===== src/rtl/cpu_status_reg.sv =====
module cpu_status_reg #(
  parameter logic [5:0] RST_FLAGS = 6'b000100
) (
  input  logic       clk,
  input  logic       rst_n,
  input  logic [5:0] upd_en,
  input  logic [1:0] c_sel,
  input  logic [1:0] v_sel,
  input  logic       nz_bit,
  input  logic       is_sub,
  input  logic       const_val,
  input  logic       alu_carry,
  input  logic       alu_borrow,
  input  logic       shift_bit,
  input  logic       acc_msb,
  input  logic [7:0] opnd,
  input  logic [7:0] result,
  input  logic       pull_en,
  input  logic [7:0] pull_byte,
  input  logic       push_sw,
  output logic [5:0] status_o,
  output logic [7:0] push_byte
);
  localparam int FC = 0;
  localparam int FZ = 1;
  localparam int FI = 2;
  localparam int FD = 3;
  localparam int FV = 4;
  localparam int FN = 5;

  logic [5:0] flags_q, flags_d, cand, pulled;
  logic       c_new, v_new, ovf, m_sign;

  always_comb begin
    unique case (c_sel)
      2'd0:    c_new = alu_carry;
      2'd1:    c_new = ~alu_borrow;
      2'd2:    c_new = shift_bit;
      default: c_new = const_val;
    endcase
  end

  assign m_sign = opnd[7] ^ is_sub;
  assign ovf    = (acc_msb == m_sign) && (result[7] != acc_msb);

  always_comb begin
    unique case (v_sel)
      2'd0:    v_new = ovf;
      2'd1:    v_new = opnd[6];
      2'd2:    v_new = 1'b0;
      default: v_new = flags_q[FV];
    endcase
  end

  assign cand[FC] = c_new;
  assign cand[FZ] = (result == 8'h00);
  assign cand[FI] = const_val;
  assign cand[FD] = const_val;
  assign cand[FV] = v_new;
  assign cand[FN] = nz_bit ? opnd[7] : result[7];

  assign pulled  = {pull_byte[7], pull_byte[6], pull_byte[3:0]};
  assign flags_d = pull_en ? pulled : ((upd_en & cand) | (~upd_en & flags_q));

  always_ff @(posedge clk or negedge rst_n) begin
    if (!rst_n) flags_q <= RST_FLAGS;
    else        flags_q <= flags_d;
  end

  assign status_o  = flags_q;
  assign push_byte = {flags_q[FN], flags_q[FV], 1'b1, push_sw,
                      flags_q[FD], flags_q[FI], flags_q[FZ], flags_q[FC]};
endmodule



===== config.mk =====
export PLATFORM = sky130hd
export DESIGN_NAME = cpu_status_reg
export DESIGN_NICKNAME = d
export VERILOG_FILES = /design/src/rtl/cpu_status_reg.sv
export SDC_FILE = /design/constraint.sdc
export NUM_CORES = 1
export LEC_CHECK = 0
export ABC_AREA = 1
export CAP_MARGIN = 10
export CORE_MARGIN = 2
export CORE_UTILIZATION = 26
export DETAILED_ROUTE_END_ITERATION = 10
export GPL_TIMING_DRIVEN = 0
export PLACE_DENSITY = 0.9
export RECOVER_POWER = 50
export SLEW_MARGIN = 40
export SYNTH_ARGS = -nofsm -noshare
export SYNTH_HDL_FRONTEND = slang
export SYNTH_SLANG_ARGS = --single-unit
export TNS_END_PERCENT = 50

===== constraint.sdc =====
create_clock -name clk -period 1.01 [get_ports clk]
set_clock_uncertainty 0.15 [all_clocks]
set_input_delay 0.101 -clock clk [delete_from_list [all_inputs] [get_ports clk]]
set_output_delay 0.101 -clock clk [all_outputs]
set_load 0.01 [all_outputs]

; Word-level counts from Yosys, hierarchy flattened
; Cells that the tools add are included.
[classes]
n_eq_ne = 6
bitwise_logic = 6
reduce_logical = 4
mux = 4
[ops]
columns = op, count
row1 = AND 6 bit, 2
row2 = logical NOT 8 bit, 1
row3 = 2-to-1 mux 6 bit, 1
row4 = inverter 6 bit, 1
row5 = OR 6 bit, 1
row6 = one-hot mux 1 bit (3 select lines), 2
row7 = == test 2 x 1 -> 1 bit (second input constant), 2
row8 = == test 2 bit (second input constant), 2
row9 = logical NOT 2 bit, 2
row10 = == test 1 bit, 1
row11 = logical AND 1 bit, 1
row12 = 2-to-1 mux 1 bit, 1
row13 = inequality test 1 bit, 1
row14 = inverter 1 bit, 1
row15 = XOR 1 bit, 1
[totals]
ff_bits = 6
output_inout_bits = 14
input_bits = 45
elab_cells = 21

; Logic depth before layout (Yosys ltp)
[logic_depth]
word_depth = 7
depth_mapped = 7
ltp_nobuf = 7

; Worst setup path after synthesis
; No wires, ideal clock.
[synth_path]
kind = reg2out
startpoint = register with a tool-made name
endpoint = output status_o[2]
n_path_buf = 1
arrival_ps = 661
stages_incl_launch_ff = 2
slack_ps = 98
required_ps = 759
cell_sequence = dfstp_2 > buf_4
[synth_rtl]
columns = element, line
row1 = to (decl), 21  ; output logic [5:0] status_o,

==> flow_metrics.tcl <==
set metrics [dict create \
    violations_in_the_final_reports "negative setup slack" \
    synth.avg_cell_area_um2 6.27 \
    synthDominantAreaCellType "sky130_fd_sc_hd__dfrtp_1" \
    final_core_utilization_pct 60.6 \
    timing_max_transition_violations_final 0 \
    timing.final.crit_share_pct 119 \
    synth_fp_nets 126 \
    report.power.total_uw 959 \
    fin_hold_ws_ps 15.4 \
    reg2regPathDepth 5 \
    critical_path.max_stage_delay_ps 540 \
    grt_start_max_net_pins 8 \
    area_of_all_sequential_standard_cells_um2 151 \
    max-cap-violations 0 \
    initial_antenna_violation_count 0 \
    start_util_pct 28.5 \
    final_critical_path_setup_slack_ps -196 \
    antenna_violating_nets_post_route 0 \
    post_detailed_route_drc_marker_count 0 \
    gate_count_post_synth 81 \
    yosys.cell_types.count 16 \
    setup_repair_after_global_routing_missed_its_margin "true" \
    timing.critical_path.required_ps 760 \
    achievable-frequency_mhz 829 \
    clk_path_buf_depth 2 \
    tritoncts_num_sinks 6 \
    grt_pass1_vias 665 \
    finish.net_count 182 \
    dieWidth_um 48.2 \
    drt_wl_total_um 1760 \
    outcome "finished, violations left" \
    cts_hold_buffers 2 \
    tritoncts "done" \
    synth_top_cells_by_area "sky130_fd_sc_hd__dfrtp_1 25%, sky130_fd_sc_hd__nand2_1 16%, sky130_fd_sc_hd__buf_4 12%" \
    detail_route.iter0.violations 5 \
    synth_largest_type_area_fraction_pct 24.6 \
    synth-warning-count 0 \
    chipHeight_um 48.2 \
    path_category_of_the_worst_min_delay_check "input port to async pin" \
    clk-insertion-delay-late_ps 250 \
    finalSetupViolCount 12 \
    worst_setup_path_start_kind "register" \
    post_route_minimum_period_ps 1210 \
    cts_buffer_count 3 \
    port_buffers 47 \
    floorplan_row_count 15 \
    worst_setup_path_end_kind "primary output" \
    n_antenna_cell 0 \
    path_class "register to primary output" \
    number_of_synthesized_register_bits 6 \
    cts-root-buf "sky130_fd_sc_hd__clkbuf_4" \
    global_route_wire_length_before_repair_um 2550 \
    ioPinCount 59 \
    cts.reportedPaths.clkPinSlew_ps 60 \
    fill_cell_instance_count_of_the_final_layout 159 \
    powerDensity_nw_per_um2 887 \
    critical_path.cell_chain "buf_6, buf_6" \
    data_arrival_at_the_endpoint_of_the_critical_path_ps 960 \
    post_route_cells_drive_above_1_share_pct 24.3 \
    htree_levels 1 \
    avgRoutedWirePerCell_um 10.9 \
    gr-total-overflow 0 \
    groute.usage.overall_pct 15.7 \
    multi_input_area_um2 241 \
    path_common_cell "sky130_fd_sc_hd__buf_6" \
    dr.pass1.iters 3 \
    p_leak_nw 0.542 \
    critical_path.max_fanout 3 \
    gpl.final_weighted_congestion 0.769 \
    core_um2 1780 \
    reg2reg_slack_ps 10 \
    syn_area_um2 508 \
    timing.critical_path.slowest_stage_cell "sky130_fd_sc_hd__dfstp_2" \
    layout-area-overhead-vs-synth_pct 113 \
    die_area_um2 2320 \
    routed_via_density 4.24 \
    ir_drop_mv 0.579 \
    synth.yosys.seq_area_share_pct 29.8 \
    hpwl_um 1450 \
    finalHoldViolCount 0 \
    vias 682 \
]
## cells in the final DEF, fill, tap and decap left out, types with 2 or more instances in the layout
master,instances
sky130_fd_sc_hd__nand3_1,10
sky130_fd_sc_hd__inv_1,10
sky130_fd_sc_hd__dfrtp_1,5
sky130_fd_sc_hd__buf_2,6
sky130_fd_sc_hd__clkbuf_4,3
sky130_fd_sc_hd__dlygate4sd3_1,2
sky130_fd_sc_hd__nor2_1,10
sky130_fd_sc_hd__buf_6,13
sky130_fd_sc_hd__clkdlybuf4s50_1,32
sky130_fd_sc_hd__buf_4,4
sky130_fd_sc_hd__o21ai_1,2
sky130_fd_sc_hd__nand2_2,2
sky130_fd_sc_hd__nand2_1,21
sky130_fd_sc_hd__a21oi_1,4
## cells in the mapped netlist
| cell type | instances |
|---|---|
| sky130_fd_sc_hd__o21ai_1 | 1 |
| sky130_fd_sc_hd__clkinv_4 | 1 |
| sky130_fd_sc_hd__o21ai_0 | 2 |
| sky130_fd_sc_hd__nor2_1 | 10 |
| sky130_fd_sc_hd__dfrtp_1 | 5 |
| sky130_fd_sc_hd__nor3_2 | 1 |
| sky130_fd_sc_hd__nand2_1 | 22 |
| sky130_fd_sc_hd__nand3_1 | 10 |
| sky130_fd_sc_hd__dfstp_2 | 1 |
| sky130_fd_sc_hd__buf_4 | 8 |
| sky130_fd_sc_hd__nand2_2 | 1 |
| sky130_fd_sc_hd__buf_6 | 1 |
| sky130_fd_sc_hd__conb_1 | 1 |
| sky130_fd_sc_hd__inv_1 | 11 |
| sky130_fd_sc_hd__nor3_1 | 1 |
| sky130_fd_sc_hd__a21oi_1 | 5 |
## per-stage QoR
stage	instances	area, µm²	TNS (ps)	setup slack, ps
2_1_floorplan	81	508	0	98.1
3_3_place_gp	153	1010	-3080	-369
3_5_place_dp	153	1010	-3430	-384
4_1_cts	159	1040	-1260	-209
5_1_grt	161	1080	-1460	-227
6_report	161	1080	-1090	-196
## layout make-up
cell class                      count  area share, %
Timing Repair Buffer               51           45.0
Multi-Input combinational cell     54           22.3
Sequential cell                     6           14.0
Buffer                              9           8.68
Inverter                           12           4.63
Tap cell                           25           2.89
Clock buffer                        4           2.43
## critical path: cells and delay by family (launching register included)
family                 cells  cell delay [ps]
buffers and inverters      2              180
flip-flops                 1              540
## report_power, final
group	internal (mW)	total, mW	switching, mW	leakage (nW)
Combinational	0.272	0.420	0.148	0.457
Sequential	0.267	0.287	0.0204	0.0701
Clock	0.151	0.252	0.101	0.0150
## how the worst max path moves through the flow
| stage | start | endpoint | slack, ps | cells past startpoint |
|---|---|---|---|---|
| final | register | status_o[2] | -200 | 2 |
| after global routing | register | status_o[2] | -230 | 2 |
| after CTS | register | status_o[2] | -210 | 2 |
| after detailed placement | register | status_o[2] | -380 | 2 |
| after global placement | register | status_o[2] | -370 | 2 |
| after floorplan | register | status_o[2] | 100 | 1 |
## routing by layer
layer,part of all wire (%),global-route usage [%],vias to the layer above
li1,-,-,352
met4,0,1.62,0
met5,0,0,-
met1,37,15.4,309
met2,56,31.6,21
met3,7.0,5.56,0
## logic make-up (layout without fill, tap and decap cells)
logic type / count (synthesis) / after routing / synth area share, %
flip-flops: 6 / 6 / 29.8
AND/OR/NAND/NOR: 45 / 45 / 37.7
AO/OA/AOI/OAI: 8 / 8 / 7.88
other: 1 / 1 / 0.738
buffers and inverters: 21 / 76 / 23.9
## repair_timing
action,in CTS,in global routing
hold endpoints to repair,8,5
setup endpoints to repair,13,16
gates resized for setup,59,8
pin swaps,0,2
buffers inserted,0,2
No activity file was read; power rests on OpenSTA's default activity.
